### src/rtl/rx_fifo_trig.sv
module rx_fifo_trig #(
  parameter int DW    = 8,
  parameter int DEPTH = 16
) (
  input  logic                       clk,
  input  logic                       rst_n,
  input  logic                       wr_en,
  input  logic [DW-1:0]              wr_data,
  input  logic                       rd_en,
  input  logic                       sync_mode,
  input  logic [1:0]                 rx_trig,
  input  logic [2:0]                 rts_trig,
  input  logic                       rdf_clr,
  output logic [DW-1:0]              rd_data,
  output logic [$clog2(DEPTH):0]     count,
  output logic                       rdf,
  output logic                       rts,
  output logic                       empty,
  output logic                       full,
  output logic                       overrun
);
  localparam int AW = $clog2(DEPTH);
  localparam int CW = AW + 1;

  logic [DW-1:0] mem [DEPTH];
  logic [AW-1:0] wp, rp;
  logic [CW-1:0] cnt, rx_lvl, rts_lvl;
  logic [DW-1:0] rd_q;
  logic          rdf_q, rts_q, ovr_q;

  assign full  = cnt == CW'(DEPTH);
  assign empty = cnt == '0;

  wire push = wr_en & ~full;
  wire pop  = rd_en & ~empty;

  always_comb begin
    case (rx_trig)
      2'd0:    rx_lvl = CW'(1);
      2'd1:    rx_lvl = sync_mode ? CW'(2) : CW'(4);
      2'd2:    rx_lvl = CW'(8);
      default: rx_lvl = CW'(14);
    endcase
  end

  always_comb begin
    case (rts_trig)
      3'd0:    rts_lvl = CW'(15);
      3'd1:    rts_lvl = CW'(1);
      3'd2:    rts_lvl = CW'(4);
      3'd3:    rts_lvl = CW'(6);
      3'd4:    rts_lvl = CW'(8);
      3'd5:    rts_lvl = CW'(10);
      3'd6:    rts_lvl = CW'(12);
      default: rts_lvl = CW'(14);
    endcase
  end

  always_ff @(posedge clk) begin
    if (push) mem[wp] <= wr_data;
  end

  always_ff @(posedge clk) begin
    if (!rst_n) begin
      wp    <= '0;
      rp    <= '0;
      cnt   <= '0;
      rd_q  <= '0;
      rdf_q <= 1'b0;
      rts_q <= 1'b0;
      ovr_q <= 1'b0;
    end else begin
      if (push) wp <= wp + 1'b1;
      if (pop) begin
        rd_q <= mem[rp];
        rp   <= rp + 1'b1;
      end
      case ({push, pop})
        2'b10:   cnt <= cnt + 1'b1;
        2'b01:   cnt <= cnt - 1'b1;
        default: cnt <= cnt;
      endcase
      if (wr_en && full) ovr_q <= 1'b1;
      rdf_q <= (cnt >= rx_lvl) | (rdf_q & ~rdf_clr);
      rts_q <= cnt > rts_lvl;
    end
  end

  assign rd_data = rd_q;
  assign count   = cnt;
  assign rdf     = rdf_q;
  assign rts     = rts_q;
  assign overrun = ovr_q;
endmodule


### config.mk
export PLATFORM = sky130hd
export DESIGN_NAME = rx_fifo_trig
export DESIGN_NICKNAME = d
export VERILOG_FILES = /design/src/rtl/rx_fifo_trig.sv
export SDC_FILE = /design/constraint.sdc
export NUM_CORES = 1
export LEC_CHECK = 0
export BUFFER_PORTS_ARGS = -buffer_cell sky130_fd_sc_hd__buf_4
export CORE_MARGIN = 2
export CORE_UTILIZATION = 54
export CTS_CLUSTER_SIZE = 28
export DETAILED_ROUTE_END_ITERATION = 10
export GPL_ROUTABILITY_DRIVEN = 0
export PLACE_DENSITY = 0.75
export SYNTH_ARGS = -nofsm -noshare
export SYNTH_HDL_FRONTEND = slang
export SYNTH_SLANG_ARGS = --single-unit
### constraint.sdc
create_clock -name clk -period 2.53 [get_ports clk]
set_input_delay 0.1265 -clock clk [delete_from_list [all_inputs] [get_ports clk]]
set_output_delay 0.1265 -clock clk [all_outputs]
set_load 0.01 [all_outputs]
==> results.txt, run 1 <==
Status = finished clean
Die span in y = 111.6 microns
Clk Latency, worst-skew pair = 0.41 ns
Critical path's top delay family = simple AND/OR/NAND/NOR gates
Total power density per cell area = 985.9 nW/um^2
Post-route setup slack = 0.04653 ns
TritonCTS clock tree = done
Vias = 3499
CTS Buf Count = 17
Sink Count = 152
Fin crit period = 2.483 ns
Worst Path Required = 2.83 ns
Rows = 39
Core Region = 11370 sq um
Sequential area share after synthesis = 69.22%
#FFs+latches synth = 152
Mapped Avg Cell Area = 15.62 sq um
Root buffer cell = clkbuf_16
Post-CTS Setup Bufs = 0
First-pass GRT wire length = 19330 microns
Synth top area cells = edfxtp_1, dfxtp_1, mux4_2, mux2i_1, ha_1
Worst-path clk slew = 0.06 ns
Clock skew = 0.007059 ns
Die area = 12450 sq um
Total gr overflow = 0
Slew Limit Fails = 0
IO buf count = 36
Post-place setup slack = 0.03467 ns
Top-count cell post-synth = edfxtp_1
Routed WL = 12320 microns
Post-synth ARST share = 0%
Synth top area share = 61.53%
LEAKAGE = 2.509 nW
Max-cap violations = 0
Crit. End Element = flop
Area Overhead vs Synth = 18.05%
Worst setup startpoint = count[0]
Share of cells above drive strength 1 = 23.64%
Worst-case reg-to-reg path depth = 9
Worst setup path class = flop to flop
DR WL/cell = 20.40 microns
Predominant post-synthesis flop cell = edfxtp_1
WP data arrival = 2.79 ns
Worst hold path class = input port to flop
Slowest cell delay on critical path = 0.54 ns
Worst path depth = 9
Via-to-Cell Ratio = 5.793
Worst-Margin Slew = 0.8703 ns
Crit path cell chain = or4_4 -> o21a_4 -> ha_4 -> ha_4 -> nor2b_1 -> o21ai_1 -> a21oi_1 -> or3b_1 -> mux2i_1
Num ports = 37
N_diodes = 0
Cell variety after synth = 39
Drt drc = 0
Max Fanout on Critical Path = 4
DRT Pass-1 Iters = 4
Post-route clock period utilization = 98.16%
Worst hold slack = 0.03619 ns
Area leader, netlist = edfxtp_1
Drt first-iter violations = 355
Largest net degree at the start of global routing = 34
Initial antenna violation count = 0
Max Clock Freq = 402.7 MHz
Most frequent cells after synthesis = edfxtp_1, mux2i_1, nor2_1
Ys Warns = 0
Worst reg2reg startpoint = count[0]
Longest Clk Path Bufs = 2
Syn Nets = 437
CP bufs+invs = 0
Peak supply drop = 0.6904 mV
Relative slew margins = 41.76%
Mapped Cells = 400
GRT Resource Usage Total = 20.94%
Antenna-violating nets left = 0
Initial Util = 54.95%
DP Wirelength = 7938 microns
Hold Crit Start = wr_data[3]
Number of flops mapped to enable cells by yosys = 128
Die width = 111.6 microns
Hold depth = 1
Endpoints failing hold = 0
CP max-delay cell = or4_4
Htree depth = 4
Layout Nets = 485
Synthesized cell area = 6247 sq um
Setup repair after global routing missed its margin = true
Startpoint types = flop
Vias in the first global route = 3540
Top cell by count, worst path = ha_4
Final setup fails = 0
## flip-flops by register name, summed over array words and instances, names as in the netlist
| signal | count |
|---|---|
| rp | 4 |
| overrun | 1 |
| rts | 1 |
| count | 5 |
| wp | 4 |
| mem | 128 |
| rd_data | 8 |
| rdf | 1 |
## path summary, 6_finish.rpt
kind,to,slack [ns]
worst max-delay path,count[4],0.05
worst min-delay path,mem[13][3],0.04
worst max register to register,count[4],0.05
worst min register to register,overrun,0.50
## per-stage QoR
| step | util (%) | total power, mW | instances | setup TNS [ns] | cell area (sq um) |
|---|---|---|---|---|---|
| 2_1_floorplan | - | 4.168 | 400 | -0.03226 | 6285 |
| 3_3_place_gp | 59.30 | 4.707 | 571 | 0 | 6743 |
| 3_5_place_dp | 59.30 | 4.771 | 571 | 0 | 6743 |
| 4_1_cts | 64.74 | 7.288 | 604 | 0 | 7361 |
| 5_1_grt | 64.86 | 7.591 | 604 | -0.03078 | 7375 |
| 6_report | 64.86 | 7.271 | 604 | 0 | 7375 |
## placed cells by master (no fill, tap or decap), drive strengths merged, types with 11 or more instances in the layout
| cell | synthesis | layout |
|---|---|---|
| nand2 | 11 | 11 |
| o21ai | 17 | 17 |
| mux4 | 16 | 16 |
| dfxtp | 24 | 24 |
| buf | 9 | 49 |
| nor2 | 30 | 30 |
| edfxtp | 128 | 128 |
| o22ai | 16 | 16 |
| and2 | 11 | 11 |
| mux2i | 34 | 34 |
| inv | 10 | 16 |
| ha | 17 | 17 |
| clkbuf | 12 | 22 |
## layer usage
layer	GRT usage (%)	up-vias	wire (microns)
li1	-	1628	-
met3	5.389	12	910
met4	6.173	0	123
met1	27.89	1737	5128
met5	0	-	0
met2	34.55	122	6161
## report_power, final
part           internal, mW  total [mW]  leakage (nW)  switching (mW)
sequential             2.91        3.03          1.35           0.121
combinational         0.816        1.71         0.852           0.895
clock                  1.54        2.53         0.303           0.991
## worst reg2reg max path: cells and delay by family (launching register included)
family	cells	cell delay, ns
simple gates	3	1.03
flops	1	0.33
fa+ha+maj	2	0.40
compound gates	3	0.48
mux	1	0.12
## cell type report
| type | count | area (sq um) |
|---|---|---|
| clock buffers | 22 | 506.7 |
| clock inverters | 10 | 101.3 |
| fillers | 768 | 3995 |
| inverters | 10 | 37.54 |
| multi-input cells | 217 | 1831 |
| flip-flops and latches | 152 | 4329 |
| well taps | 143 | 178.9 |
| repair buffers | 50 | 390.4 |
## logic make-up (layout without fill, tap and decap cells)
group	after synthesis	in the layout	synth area share (%)
adder cells (fa/ha/maj)	18	18	3.725
XOR/XNOR	10	10	1.402
AO/OA/AOI/OAI	61	61	5.989
flip-flops	152	152	69.22
multiplexers	50	50	11.22
buffers and inverters	31	92	2.143
AND/OR/NAND/NOR	78	78	6.309
## what timing repair did
item | in CTS | in global routing
setup endpoints to repair | 0 | 1
gates resized for setup | 0 | 2
hold endpoints to repair | 1 | 0
hold buffers | 1 | 0
(Power assumes the default switching activity.)
==> run 2: changes to the inputs <==
Clock period 2.53 ns to 2.1 ns, I/O delays scaled along.
==> run 2 against run 1 <==
  * The run now ends with setup timing left
  * First-iteration DRC count shrank 15%
  * Critical path type unchanged
  * Hold slack got worse by 0.015 ns
  * Core utilization grew 0.95 points
  * Die area is the same
  * Global-route usage rose by 0.69 points
  * Clock skew about the same
  * Sequential power up 20%
==> results.txt, run 2 (synthesis gave the netlist of run 1 again) <==
Status = finished, violations left
Violated checks = setup timing
Routed WL = 12650 microns (+2.6%)
Slowest cell delay on critical path = 0.53 ns (about the same)
Sink Count = 152 (unchanged)
Worst-path clk slew = 0.06 ns (about the same)
Drt first-iter violations = 303 (-15%)
Core Region = 11370 sq um (unchanged)
Worst hold path class = input port to flop
WP data arrival = 2.77 ns (-0.02 ns)
Reg2reg end = count[4]
Antenna-violating nets left = 0 (unchanged)
Relative slew margins = 51.20% (+9.4 points)
Peak supply drop = 0.7090 mV (+2.7%)
Clock skew = 0.007412 ns (+0.0003536 ns)
Share of cells above drive strength 1 = 29.39% (+5.7 points)
Via-to-Cell Ratio = 5.766 (-0.46%)
Uppermost layer routed = met4
Max reg flops = 128 (unchanged)
Combinational power share = 26.6% (+3.1 points)
Critical Path Sink = count[4]
Num ports = 37 (unchanged)
Endpoints failing hold = 0 (unchanged)
Max Clock Freq = 405.2 MHz (+0.62%)
Fin crit period = 2.468 ns (-0.01528 ns)
Worst setup path class = flop to flop
Slew Limit Fails = 0 (unchanged)
Switching part of the total = 29.25% (+1.6 points)
Crit path cell chain = or4_4 -> o21a_1 -> ha_4 -> ha_4 -> nor2b_4 -> o21ai_2 -> a21oi_2 -> or3b_1 -> mux2i_1
Final setup fails = 3 (+3)
Worst setup startpoint = count[1]
Pint = 6.175 mW (+17%)
Initial Util = 54.95% (unchanged)
Worst-case reg-to-reg path depth = 9 (unchanged)
CP max-delay cell = or4_4
Total negative setup slack = -0.6953 ns (-0.6953 ns)
Clock power share = 31.6% (-3.2 points)
WL met2 = 6166 microns (about the same)
Total power density per cell area = 1166 nW/um^2 (+18%)
TritonCTS clock tree = done
Commonest non-fill, non-tap cell in the layout = edfxtp_1
Commonest cells after routing, fill and taps aside = edfxtp_1, buf_4, mux2i_1
Max Fanout on Critical Path = 4 (unchanged)
Worst-Margin Slew = 0.7280 ns (-0.1423 ns)
Met1 wire length = 5625 microns (+9.7%)
Largest Register = mem
Area of the multi-input gates = 1896 sq um (+3.6%)
Longest Clk Path Bufs = 2 (unchanged)
Register area = 4329 sq um (unchanged)
WL met3 = 714 microns (-22%)
GRT Resource Usage Total = 21.62% (+0.69 points)
DR WL/cell = 20.54 microns (+0.65%)
Drt drc = 0 (unchanged)
Startpoint types = flop
Worst reg-to-reg setup slack = -0.37 ns (-0.41 ns)
N_diodes = 0 (unchanged)
Htree depth = 4 (unchanged)
# fillers = 794 (+3.4%)
LEAKAGE = 2.527 nW (+0.71%)
Post-place setup slack = -0.3659 ns (-0.4006 ns)
Worst reg2reg startpoint = count[1]
Crit. End Element = flop
Total gr overflow = 0 (unchanged)
CTS Buf Count = 17 (unchanged)
DRT Pass-1 Iters = 4 (unchanged)
Area Overhead vs Synth = 19.77%
Post-route setup slack = -0.3682 ns (-0.4147 ns)
Setup repair after global routing missed its margin = true
Seq pwr share = 41.8% (about the same)
Rows = 39 (unchanged)
Post-route clock period utilization = 117.5% (+19 points)
Die span in y = 111.6 microns (unchanged)
Worst Path Required = 2.40 ns (-0.43 ns)
Initial antenna violation count = 0 (unchanged)
Max-cap violations = 0 (unchanged)
DP Wirelength = 8159 microns (+2.8%)
Layout Nets = 497 (+2.5%)
Switching pwr = 2.553 mW (+27%)
Largest net degree at the start of global routing = 26 (-24%)
Top cell by count, worst path = ha_4
First-pass GRT wire length = 20000 microns (+3.4%)
Vias = 3552 (+1.5%)
IO buf count = 36 (unchanged)
Die width = 111.6 microns (unchanged)
Die area = 12450 sq um (unchanged)
Root buffer cell = clkbuf_16
Clk Latency, worst-skew pair = 0.42 ns (about the same)
Vias in the first global route = 3635 (+2.7%)
run 2: changes by cell type in the layout (fill, tap and decap cells not counted), sizes merged:
cell,delta
clkinv,+3
inv,-1
clkinvlp,+4
clkbuf,-5
buf,+12
bufinv,-1
run 2: what timing repair did:
action | in CTS | in global routing
pin swaps | 11 | 5
setup endpoints to repair | 72 | 36
hold buffers | 1 | 0
hold endpoints to repair | 1 | 0
resized for setup | 19 | 5
setup buffers | 2 | 0
run 2: critical path: cells and delay by family (launching register included):
kind,cells,cell delay (ns)
compound gates,3,0.49
fa+ha+maj,2,0.41
flops,1,0.33
mux,1,0.12
simple gates,3,1.01
run 2: layer usage:
metal / global-route usage [%] / vias to the layer above
met5: 0 / -
met4: 7.490 / 0
met3: 5.389 / 15
met2: 34.15 / 116
met1: 29.84 / 1764
li1: - / 1657
run 2: per-stage QoR:
stage          area [sq um]  hold slack (ns)  utilization (%)  instances  power, mW
5_1_grt                7482          0.01836            65.81        616      9.145
4_1_cts                7468         0.008562            65.69        616      8.762
6_report               7482          0.02077            65.81        616      8.727
2_1_floorplan          6285           0.2039                -        400      5.021
3_5_place_dp           6830           0.3930            60.07        581      5.921
3_3_place_gp           6830           0.3727            60.07        581      5.833
run 2: final cells by class:
class,instances,share of cell area (%)
inverters,10,0.5351
clock buffers,17,5.686
repair buffers,62,6.589
multi-input cells,217,25.33
flip-flops and latches,152,57.86
well taps,143,2.391
clock inverters,15,1.605
run 2: worst min-delay path by stage:
stage,slack [ns],from,endpoint,cells after the start
2_1_floorplan,0.20,wr_data[0],mem[0][0],0
5_1_grt,0.02,wr_data[1],mem[0][1],1
6_report,0.02,wr_data[0],mem[15][0],1
3_5_place_dp,0.39,wr_en,overrun,3
4_1_cts,0.009,wr_data[3],mem[1][3],1
3_3_place_gp,0.37,wr_en,overrun,3
run 2: power by group through the flow:
stage	logic, mW	clock network, mW	registers [mW]
global placement	2.14	0	3.69
detailed placement	2.21	0	3.71
floorplan	1.26	0	3.76
CTS	2.33	2.79	3.65
finish	2.32	2.76	3.65
global route	2.54	2.94	3.67
==> run 3: changes to the inputs <==
Settings changed: CORE_UTILIZATION 54 to 55, CTS_BUF_LIST set to sky130_fd_sc_hd__clkbuf_8, PLACE_DENSITY 0.75 to 0.76, REMOVE_ABC_BUFFERS set to 1.
==> run 3 against run 2 <==
  * The run still ends with setup timing left
  * Critical endpoint is now count[3]
  * Via count increased by 0.99%
  * Power decreased by 5.8%
  * Final cell count increased by 1.5%
==> results.txt, run 3 (synthesis gave the netlist of run 1 again) <==
Status = finished, violations left
Violated checks = setup timing
Post-route setup slack = -0.3915 ns (-0.02329 ns)
Num ports = 37 (unchanged)
Initial antenna violation count = 0 (unchanged)
N_diodes = 0 (unchanged)
IO buf count = 36 (unchanged)
Initial Util = 56.88% (+1.9 points)
TritonCTS clock tree = done
Peak supply drop = 0.9946 mV (+40%)
Seq pwr share = 44.1% (+2.3 points)
Gr busiest metal = met2
Worst hold path class = input port to flop
Max Fanout on Critical Path = 3 (-1)
Longest Clk Path Bufs = 2 (unchanged)
Critical path's top delay family = simple AND/OR/NAND/NOR gates
Commonest non-fill, non-tap cell in the layout = edfxtp_1
Clk Latency, worst-skew pair = 0.45 ns (+0.03 ns)
Max Clock Freq = 401.4 MHz (-0.93%)
Drt first-iter violations = 348 (+15%)
Layout Nets = 509 (+2.4%)
Worst setup path class = flop to flop
Clock skew = 0.01400 ns (+0.006589 ns)
Clock power share = 26.2% (-5.4 points)
Met3 usage = 4.830% (-0.56 points)
Htree depth = 4 (unchanged)
Total negative setup slack = -0.8830 ns (-0.1877 ns)
Max reg flops = 128 (unchanged)
Worst hold slack = 0.03386 ns (+0.01309 ns)
WP data arrival = 2.83 ns (+0.06 ns)
Post-route clock period utilization = 118.6% (+1.1 points)
Overall power = 8.225 mW (-5.8%)
Worst-Margin Slew = 0.6567 ns (-0.07139 ns)
CTS Buf Count = 17 (unchanged)
Vias = 3587 (+0.99%)
Root buffer cell = clkbuf_8
First-pass GRT wire length = 19770 microns (-1.1%)
Post-DP Area = 6830 sq um (unchanged)
M1 GR Usage = 29.70% (-0.14 points)
Total power density per cell area = 1098 nW/um^2 (-5.8%)
Routed WL = 12460 microns (-1.5%)
Pint = 5.778 mW (-6.4%)
Total gr overflow = 0 (unchanged)
Relative slew margins = 56.13% (+4.9 points)
CP max-delay cell = or4_4
Cell area after layout = 7490 sq um (+0.10%)
Area Overhead vs Synth = 19.89%
Die area = 12230 sq um (-1.8%)
Die width = 110.6 microns (-0.88%)
DRT Pass-1 Iters = 4 (unchanged)
Fin cells = 625 (+1.5%)
Endpoints failing hold = 0 (unchanged)
Worst-path clk slew = 0.08 ns (+0.02 ns)
Die span in y = 110.6 microns (-0.88%)
DP Wirelength = 7894 microns (-3.2%)
DR WL/cell = 19.94 microns (-2.9%)
Core Region = 10980 sq um (-3.4%)
Crit path cell chain = or4_4 -> o21a_4 -> ha_4 -> buf_4 -> ha_1 -> a21o_1 -> a21oi_2 -> xor2_1 -> o21ai_1 -> and2_1
Slowest cell delay on critical path = 0.54 ns (about the same)
Startpoint types = flop
GRT Resource Usage Total = 21.46% (-0.17 points)
Max-cap violations = 0 (unchanged)
Switching part of the total = 29.75% (+0.50 points)
Largest net degree at the start of global routing = 26 (unchanged)
M2 GR Usage = 33.74% (-0.40 points)
Post-place setup slack = -0.4742 ns (-0.1083 ns)
Drt drc = 0 (unchanged)
Rows = 38 (-2.6%)
LEAKAGE = 2.529 nW (about the same)
Largest Register = mem
Antenna-violating nets left = 0 (unchanged)
Switching pwr = 2.447 mW (-4.1%)
Vias in the first global route = 3619 (-0.44%)
Final Util = 68.19% (+2.4 points)
Worst Path Required = 2.44 ns (+0.04 ns)
Crit. End Element = flop
Commonest cells after routing, fill and taps aside = edfxtp_1, buf_4, mux2i_1
Dpl cells = 581 (unchanged)
Final setup fails = 5 (+2)
CP bufs+invs = 1 (+1)
Slew Limit Fails = 0 (unchanged)
Combinational power share = 29.7% (+3.1 points)
Share of cells above drive strength 1 = 29.48% (+0.098 points)
Via-to-Cell Ratio = 5.739 (-0.47%)
Setup repair after global routing missed its margin = true
Sink Count = 152 (unchanged)
Fin crit period = 2.491 ns (+0.02329 ns)
## run 3: changes by cell type in the layout (fill, tap and decap cells not counted), moves of 2 or more
cell           delta
clkbuf_16        -17
clkbuf_8         +17
dlygate4sd3_1     +8
nor2_2            -5
nor2_4            +4
buf_6             +3
bufinv_16         +2
## run 3: metal layers
metal  wire length [microns]  share of wire, %  up-vias
li1                        -                 -     1668
met1                    5429                44     1797
met2                    6195                50      110
met3                     697               5.6       12
met4                     139               1.1        0
met5                       0                 0        -
## run 3: cell type report
type                       count  area [sq um]
clock buffer                  17         234.0
clock inverter                15         155.1
fill                         724          3493
inverter                      10         40.04
multi-input combinational    217          1929
sequential                   152          4329
tap                          140         175.2
timing repair buffer          74         626.9
## run 3: path summary, 6_finish.rpt
path                  from  endpoint  slack (ns)  cells past startpoint
setup / recovery  count[3]  count[3]       -0.39                     10
setup reg to reg  count[3]  count[3]       -0.39                     10
hold reg to reg    overrun   overrun        0.52                      2
hold / removal     rdf_clr       rdf        0.03                      4
## run 3: worst register-to-register path: stages (launching register included)
cell and delay, ns:
dfxtp_2 0.32, or4_4 0.54, o21a_4 0.22, ha_4 0.18
buf_4 0.15, ha_1 0.27, a21o_1 0.17, a21oi_2 0.14
xor2_1 0.18, o21ai_1 0.07, and2_1 0.14
## run 3: power by group through the flow
| stage | clock network, mW | logic, mW | registers, mW |
|---|---|---|---|
| floorplan | 0 | 1.05 | 3.84 |
| global placement | 0 | 2.14 | 3.67 |
| detailed placement | 0 | 2.19 | 3.68 |
| CTS | 2.18 | 2.35 | 3.62 |
| global route | 2.31 | 2.67 | 3.65 |
| finish | 2.16 | 2.44 | 3.63 |
## run 3: timing repair
action                                 CTS  global route
cloned                                   0             0
pin swaps                               13             8
resized for setup                       30            13
endpoints found under the hold margin   95             0
hold buffers                             9             0
setup buffers                            1             2
setup endpoints to repair               73            12
